`config.mk`:
```
export PLATFORM = sky130hd
export DESIGN_NAME = store_merge_buffer
export DESIGN_NICKNAME = d
export VERILOG_FILES = /design/src/rtl/smb_pkg.sv /design/src/rtl/smb_low_pick.sv /design/src/rtl/smb_oldest_pick.sv /design/src/rtl/smb_lane_merge.sv /design/src/rtl/store_merge_buffer.sv
export SDC_FILE = /design/constraint.sdc
export NUM_CORES = 2
export LEC_CHECK = 0
export BUFFER_PORTS_ARGS = -buffer_cell sky130_fd_sc_hd__buf_2
export CAP_MARGIN = 20
export CORE_MARGIN = 3
export CORE_UTILIZATION = 50
export CTS_BUF_LIST = sky130_fd_sc_hd__clkbuf_4 sky130_fd_sc_hd__clkbuf_8 sky130_fd_sc_hd__clkbuf_16
export CTS_CLUSTER_DIAMETER = 30
export DETAILED_ROUTE_END_ITERATION = 12
export PLACE_DENSITY = 0.66
export SYNTH_ARGS = -nofsm -noshare
export SYNTH_HDL_FRONTEND = slang
export SYNTH_SLANG_ARGS = --single-unit
```
`constraint.sdc`:
```
create_clock -name clk -period 46.4 [get_ports clk]
set_clock_uncertainty 0.05 [all_clocks]
set_input_delay 9.28 -clock clk [delete_from_list [all_inputs] [get_ports clk]]
set_output_delay 9.28 -clock clk [all_outputs]
set_load 0.05 [all_outputs]
```
`src/rtl/smb_pkg.sv`:
```
package smb_pkg;
  typedef enum logic [1:0] {
    ENT_FREE = 2'd0,
    ENT_OPEN = 2'd1,
    ENT_SHUT = 2'd2,
    ENT_SENT = 2'd3
  } ent_state_e;
endpackage

```
`src/rtl/smb_low_pick.sv`:
```
module smb_low_pick #(
  parameter int N = 6,
  localparam int IW = (N > 1) ? $clog2(N) : 1
) (
  input  logic [N-1:0]  req,
  output logic          hit,
  output logic [IW-1:0] idx
);
  always_comb begin
    hit = |req;
    idx = '0;
    for (int i = N - 1; i >= 0; i--) begin
      if (req[i]) idx = IW'(i);
    end
  end
endmodule

```
`src/rtl/smb_oldest_pick.sv`:
```
module smb_oldest_pick #(
  parameter int N = 6,
  localparam int IW = (N > 1) ? $clog2(N) : 1
) (
  input  logic [N-1:0]        elig,
  input  logic [N-1:0][N-1:0] older,
  output logic                hit,
  output logic [IW-1:0]       idx
);
  logic [N-1:0] win;

  for (genvar g = 0; g < N; g++) begin : g_win
    assign win[g] = elig[g] && ((older[g] & elig) == '0);
  end

  smb_low_pick #(.N(N)) u_pick (.req(win), .hit(hit), .idx(idx));
endmodule

```
`src/rtl/smb_lane_merge.sv`:
```
module smb_lane_merge #(
  parameter int BLK_BYTES = 32,
  parameter int ST_BYTES  = 8,
  localparam int LANES  = BLK_BYTES / ST_BYTES,
  localparam int LANE_W = (LANES > 1) ? $clog2(LANES) : 1
) (
  input  logic [BLK_BYTES*8-1:0] base_data,
  input  logic [BLK_BYTES-1:0]   base_mask,
  input  logic [LANE_W-1:0]      lane,
  input  logic [ST_BYTES*8-1:0]  wr_data,
  input  logic [ST_BYTES-1:0]    wr_be,
  output logic [BLK_BYTES*8-1:0] out_data,
  output logic [BLK_BYTES-1:0]   out_mask
);
  for (genvar l = 0; l < LANES; l++) begin : g_lane
    for (genvar b = 0; b < ST_BYTES; b++) begin : g_byte
      localparam int P = l * ST_BYTES + b;
      logic take;
      assign take = (lane == LANE_W'(l)) && wr_be[b];
      assign out_data[P*8 +: 8] = take ? wr_data[b*8 +: 8] : base_data[P*8 +: 8];
      assign out_mask[P]        = take | base_mask[P];
    end
  end
endmodule

```
`src/rtl/store_merge_buffer.sv`:
```
module store_merge_buffer #(
  parameter int NUM_ENT   = 6,
  parameter int PA_W      = 40,
  parameter int BLK_BYTES = 32,
  parameter int ST_BYTES  = 8,
  localparam int BLK_OFF = $clog2(BLK_BYTES),
  localparam int ST_OFF  = $clog2(ST_BYTES),
  localparam int TAG_W   = PA_W - BLK_OFF,
  localparam int LANE_W  = BLK_OFF - ST_OFF,
  localparam int IDX_W   = $clog2(NUM_ENT)
) (
  input  logic                   clk,
  input  logic                   rst_n,
  input  logic                   st_valid,
  output logic                   st_ready,
  input  logic [PA_W-1:ST_OFF]   st_addr,
  input  logic [ST_BYTES*8-1:0]  st_data,
  input  logic [ST_BYTES-1:0]    st_be,
  input  logic                   bar_req,
  output logic                   full,
  output logic                   ds_valid,
  input  logic                   ds_ready,
  output logic [TAG_W-1:0]       ds_blk,
  output logic [BLK_BYTES*8-1:0] ds_data,
  output logic [BLK_BYTES-1:0]   ds_mask,
  output logic [IDX_W-1:0]       ds_id,
  input  logic                   cmp_valid,
  input  logic [IDX_W-1:0]       cmp_id
);
  import smb_pkg::*;

  ent_state_e                   st_q   [NUM_ENT];
  logic [TAG_W-1:0]             tag_q  [NUM_ENT];
  logic [BLK_BYTES*8-1:0]       data_q [NUM_ENT];
  logic [BLK_BYTES-1:0]         mask_q [NUM_ENT];
  logic [NUM_ENT-1:0][NUM_ENT-1:0] dep_q, older_q;
  logic [NUM_ENT-1:0]           fence_q;
  logic                         lock_vld_q;
  logic [IDX_W-1:0]             lock_idx_q;

  logic [TAG_W-1:0]   st_tag;
  logic [LANE_W-1:0]  st_lane;
  logic [NUM_ENT-1:0] occ, blk_hit, open_hit, mrg_ok, elig, cmp_vec, fence_eff, alloc_dep;
  logic               pick_vld, merge_hit, free_hit, fire, acc, do_alloc;
  logic [IDX_W-1:0]   pick_idx, sel_idx, mrg_idx, free_idx;
  logic [BLK_BYTES*8-1:0] base_data, new_data;
  logic [BLK_BYTES-1:0]   base_mask, new_mask;

  assign st_tag  = st_addr[PA_W-1:BLK_OFF];
  assign st_lane = st_addr[BLK_OFF-1:ST_OFF];

  // Per-entry status vectors
  always_comb begin
    for (int i = 0; i < NUM_ENT; i++) begin
      occ[i]      = (st_q[i] != ENT_FREE);
      blk_hit[i]  = occ[i] && (tag_q[i] == st_tag);
      open_hit[i] = blk_hit[i] && (st_q[i] == ENT_OPEN);
      elig[i]     = ((st_q[i] == ENT_OPEN) || (st_q[i] == ENT_SHUT)) && (dep_q[i] == '0);
      cmp_vec[i]  = cmp_valid && (cmp_id == IDX_W'(i)) && (st_q[i] == ENT_SENT);
    end
  end

  // Downstream offer: a held offer wins over a fresh pick
  smb_oldest_pick #(.N(NUM_ENT)) u_oldest (
    .elig(elig), .older(older_q), .hit(pick_vld), .idx(pick_idx)
  );

  assign sel_idx  = lock_vld_q ? lock_idx_q : pick_idx;
  assign ds_valid = lock_vld_q | pick_vld;
  assign fire     = ds_valid && ds_ready;
  assign ds_id    = sel_idx;
  assign ds_blk   = tag_q[sel_idx];
  assign ds_data  = data_q[sel_idx];
  assign ds_mask  = mask_q[sel_idx];

  // Merge target: open, same block, no barrier now, not leaving this cycle
  always_comb begin
    for (int i = 0; i < NUM_ENT; i++) begin
      mrg_ok[i] = open_hit[i] && !bar_req && !(fire && (sel_idx == IDX_W'(i)));
    end
  end

  smb_low_pick #(.N(NUM_ENT)) u_mrg  (.req(mrg_ok), .hit(merge_hit), .idx(mrg_idx));
  smb_low_pick #(.N(NUM_ENT)) u_free (.req(~occ),   .hit(free_hit),  .idx(free_idx));

  assign full      = !free_hit && !merge_hit;
  assign st_ready  = !full;
  assign acc       = st_valid && st_ready;
  assign do_alloc  = acc && !merge_hit;
  assign fence_eff = bar_req ? occ : fence_q;
  assign alloc_dep = (blk_hit | fence_eff) & ~cmp_vec;

  assign base_data = merge_hit ? data_q[mrg_idx] : '0;
  assign base_mask = merge_hit ? mask_q[mrg_idx] : '0;

  smb_lane_merge #(.BLK_BYTES(BLK_BYTES), .ST_BYTES(ST_BYTES)) u_merge (
    .base_data(base_data), .base_mask(base_mask), .lane(st_lane),
    .wr_data(st_data), .wr_be(st_be), .out_data(new_data), .out_mask(new_mask)
  );

  // Control state
  always_ff @(posedge clk or negedge rst_n) begin
    if (!rst_n) begin
      for (int i = 0; i < NUM_ENT; i++) begin
        st_q[i]    <= ENT_FREE;
        dep_q[i]   <= '0;
        older_q[i] <= '0;
      end
      fence_q    <= '0;
      lock_vld_q <= 1'b0;
      lock_idx_q <= '0;
    end else begin
      for (int i = 0; i < NUM_ENT; i++) begin
        if (cmp_vec[i])                                   st_q[i] <= ENT_FREE;
        else if (fire && (sel_idx == IDX_W'(i)))          st_q[i] <= ENT_SENT;
        else if (do_alloc && (free_idx == IDX_W'(i)))     st_q[i] <= ENT_OPEN;
        else if (bar_req && (st_q[i] == ENT_OPEN))        st_q[i] <= ENT_SHUT;
        if (do_alloc && (free_idx == IDX_W'(i))) begin
          dep_q[i]   <= alloc_dep;
          older_q[i] <= occ & ~cmp_vec;
        end else begin
          dep_q[i]   <= dep_q[i] & ~cmp_vec;
          older_q[i] <= older_q[i] & ~cmp_vec;
        end
      end
      fence_q    <= fence_eff & ~cmp_vec;
      lock_vld_q <= ds_valid && !ds_ready;
      lock_idx_q <= sel_idx;
    end
  end

  // Payload storage
  always_ff @(posedge clk) begin
    for (int i = 0; i < NUM_ENT; i++) begin
      if (acc && ((merge_hit && (mrg_idx == IDX_W'(i))) || (do_alloc && (free_idx == IDX_W'(i))))) begin
        data_q[i] <= new_data;
        mask_q[i] <= new_mask;
      end
      if (do_alloc && (free_idx == IDX_W'(i))) tag_q[i] <= st_tag;
    end
  end

  AST_OFFER_HOLD: assert property (@(posedge clk) disable iff (!rst_n)
    ds_valid && !ds_ready |=> ds_valid && $stable(ds_id) && $stable(ds_blk));
  AST_NO_EARLY_OFFER: assert property (@(posedge clk) disable iff (!rst_n)
    ds_valid |-> (dep_q[ds_id] == '0));
  AST_ONE_OPEN_PER_BLOCK: assert property (@(posedge clk) disable iff (!rst_n)
    $countones(open_hit) <= 1);

  for (genvar g = 0; g < NUM_ENT; g++) begin : g_chk
    AST_SENT_FROZEN: assert property (@(posedge clk) disable iff (!rst_n)
      (st_q[g] == ENT_SENT) |=> (st_q[g] == ENT_FREE) || $stable(mask_q[g]));
    AST_FREE_ONLY_ON_DONE: assert property (@(posedge clk) disable iff (!rst_n)
      (st_q[g] != ENT_FREE) && !(cmp_valid && (cmp_id == IDX_W'(g))) |=> (st_q[g] != ENT_FREE));
  end
endmodule

```
==> run summary <==
Subtracting the final worst setup slack from the clock period gives 22.10 ns. The floorplan step set the die height to 446 um. Summing the areas of all and, or, nand and nor instances in the mapped netlist gives 14.4% of the synthesized area.

Compound-gate portion of the synthesized area: 11.4%. The tree built by TritonCTS fans out to 2032 sinks. The multiplexer area fraction after synthesis was 6.77%; the max-slew violation count was 0. Of the total synthesized cell area, the portion taken by XOR and XNOR cells is 1.79%. STA classifies the critical path endpoint as an output pin. The H-tree was split into 5 levels.

Hold repair after CTS inserted 0 buffers. Dividing the detail-routed via count by the number of cells gives 6.50. The post-CTS repair timing setup buffer count is 0. Synthesis produced 8516 cells.

The routability congestion estimate was 0.928; the post-detailed-route count of antenna-violating nets was 0. The synthesis-stage register bit count was 2032. The filler cell count was 14600. The die footprint was 199000 sq um; the top cell type's share of synthesized area was 60.2%. In the routed design, unresolved DRC markers number 0. After detailed routing, the total wire length is 351000 um.

Summing every instance area after synthesis gives 96700 sq um. The critical path starts at st_addr[29]. Port buffer count: 446. By area the synthesized netlist is led by edfxtp_1 (60%), nand2_1 (7.8%), mux2_2 (4.9%).

Setup violations remaining at the end of the flow were counted as 0. The initial utilization of the core area, before any placement, comes to 50.6%. Of all flip-flops after synthesis, the portion carrying an async set or reset was 4.63%. The synthesized design contains 1938 enable-type register cells. Of the available clock period, the critical path in the final layout requires 47.6%.

The iteration-0 DRC count of the detailed router is 10300, and the remaining max-slew budget at the tightest pin is 17.6%. The worst-path maximum fanout was 13; the synthesized net count was 8652. Summed over all failing endpoints, the final setup total negative slack is 0 ns.

Leaving out fill and tap cells, the most frequent cell in the layout is nand2_1. The run gives 4 as the number of buffers between clock root and the deepest sink. The worst-case IR drop observed on VDD is 110 uV. By startpoint and endpoint, the worst setup path is classified as in2out.

The worst-margin pin slew is 1.24 ns. Dividing total power by cell area gives a power density of 82.8 nW/um^2. The total of cells resized after clock tree synthesis was 0; the half-perimeter wire length of the detailed placement result was 202000 um.

The logs give 62.6% for the share of synthesized area occupied by flip-flops and latches and 12.77 ns for the worst path arrival time. The adder-cell share of the synthesized area was 0.233%. Setup repair after global routing left no endpoint under its margin.

For this run the aggregate overflow at the end of global routing stands at 0. In this run the static leakage power is 0.0413 uW. After synthesis, the largest family of logic cells by area is simple AND/OR/NAND/NOR gates. Buffers inserted during clock tree synthesis total 446. The tool flagged a number of max-cap violations equal to 0.

Measured along the x axis, the die boundary spans 446 um. TritonCTS built the clock tree. The first global-routing pass estimated 503000 um of wire. At the placement stage, the worst setup path has a slack of 24.34 ns.

The final routed wire length divided by cell count was 29.8 um. Insertion delay to the later sink of the worst-skew pair: 0.99 ns. The tools report the pin count of the biggest net entering global routing as 199. For the fmax, the log shows 0.0453 GHz. Clock-pin slew was measured on the worst setup and hold paths at 0.04 ns. Of the cells placed in the final design, the portion with a size suffix greater than 1 is 19.2%. Placement row count: 160.

The source of the worst hold timing path is older_q[12]. The first TritonRoute pass finished after 7 iterations. The final worst slack came out at 24.30 ns. In this run, distinct cell masters in the synthesized netlist total 88. Leaving out fill and tap cells, the most frequent cells in the layout are nand2_1 (2003), edfxtp_1 (1938), nand3_1 (695).

Global routing used 34.4% of the available tracks. The flow ran to the end, and the final reports show no timing, DRC or antenna violations. The run gives 447 as the number of top-level pins. Total via count in the routed design: 76700. The tightest min-delay check is of the reg2reg type.

The number of warnings printed during yosys synthesis is 0, and the post-synthesis to final-layout area growth is 19.9%. STA classifies the critical path startpoint as an input pin. The number of cells on the worst hold path was 1.

The reg-to-reg critical path startpoint is st_q[6]. The via count of the first global-routing pass came out at 74100. Flip-flop cell with the highest count after synthesis: edfxtp_1. Number of antenna violations at the first check in global routing: 32. The core box area came out at 191000 sq um. The tools report the data required time at the worst endpoint as 37.07 ns. The root cell of the clock tree is clkbuf_16.

The logs give 0 for the number of failing hold endpoints at the final stage and 9034 for the net count reported at finish. The worst-case reg-to-reg path depth was 18. Dividing the synthesized area by the synthesized cell count gives 11.4 sq um. Summed over all instances, the cell type with the most area after synthesis is edfxtp_1.
-- layout make-up --
type / instances / area, sq um / share of cell area [%]
sequential: 2032 / 60500 / 52.2
inverter: 41 / 176 / 0.152
multi-input combinational: 5808 / 33600 / 28.9
antenna: 34 / 85.1 / 0.0733
tap: 2511 / 3140 / 2.71
clock inverter: 301 / 3460 / 2.98
clock buffer: 506 / 11700 / 10.1
timing repair buffer: 569 / 3340 / 2.88
-- where the power goes --
| part | internal [uW] | switching, uW | total [uW] |
|---|---|---|---|
| clock | 2170 | 998 | 3170 |
| combinational | 809 | 3340 | 4150 |
| sequential | 2200 | 90.3 | 2290 |
-- metal layers --
metal	GRT usage (%)	wire length, um
met4	22.4	22900
met1	44.5	128000
met2	50.7	156000
met5	0	100
met3	9.63	44200
-- cells in the mapped netlist, types with 32 or more instances --
master,n
clkbuf_1,485
inv_1,33
xor2_1,144
a22oi_1,237
a21oi_1,411
dfrtp_1,94
o21ai_1,264
o22ai_1,33
o21ai_0,37
o31ai_1,32
buf_2,102
o221ai_1,259
a31oi_1,333
mux2_1,155
nand2_1,2005
mux2_2,420
nand3_1,696
edfxtp_1,1938
nor4_1,51
nor2_1,419
xnor2_1,54
-- path summary, 6_finish.rpt --
kind                                   to  slack [ns]
setup / recovery                 st_ready       24.30
hold / removal                older_q[12]        0.44
setup reg to reg           data_q[5][159]       36.58
hold reg to reg               older_q[12]        0.44
max in group asynchronous         st_q[4]       36.89
min in group asynchronous     older_q[10]        8.18
-- metrics by stage --
stage | utilization [%] | total power, uW | instance area [sq um] | hold WS, ns | instances
floorplan | - | 5140 | 96700 | 0.410 | 8516
global placement | 52.7 | 6410 | 101000 | 0.428 | 11000
detailed placement | 52.7 | 6420 | 101000 | 0.435 | 11000
CTS | 60.6 | 9590 | 116000 | 0.444 | 11800
global route | 60.7 | 9910 | 116000 | 0.463 | 11800
finish | 60.7 | 9610 | 116000 | 0.442 | 11800
-- critical path, cell delays in order --
cell and delay [ns]:
buf_2 0.34, xor2_1 0.14, nor4_1 0.43, nand3_1 0.19, or4_1 0.68, nor3_1 0.43, nand2_1 0.20, a31o_2 0.34
and2_2 0.24, nand2_1 0.18, buf_2 0.30
-- cells by family (layout without fill, tap and decap cells) --
| kind of cell | Yosys count | after routing |
|---|---|---|
| compound gates | 1704 | 1704 |
| flops | 2032 | 2032 |
| other cells | 0 | 34 |
| xor+xnor | 198 | 198 |
| buf+inv | 676 | 1417 |
| fa+ha+maj | 18 | 18 |
| simple gates | 3306 | 3306 |
| mux | 582 | 582 |
-- flip-flops by register name (all words and copies together) (netlist names) --
| name | count |
|---|---|
| data_q | 1536 |
| dep_q | 36 |
| fence_q | 6 |
| lock_idx_q | 3 |
| lock_vld_q | 1 |
| mask_q | 192 |
| older_q | 36 |
| st_q | 12 |
| tag_q | 210 |
(Power assumes the default switching activity.)
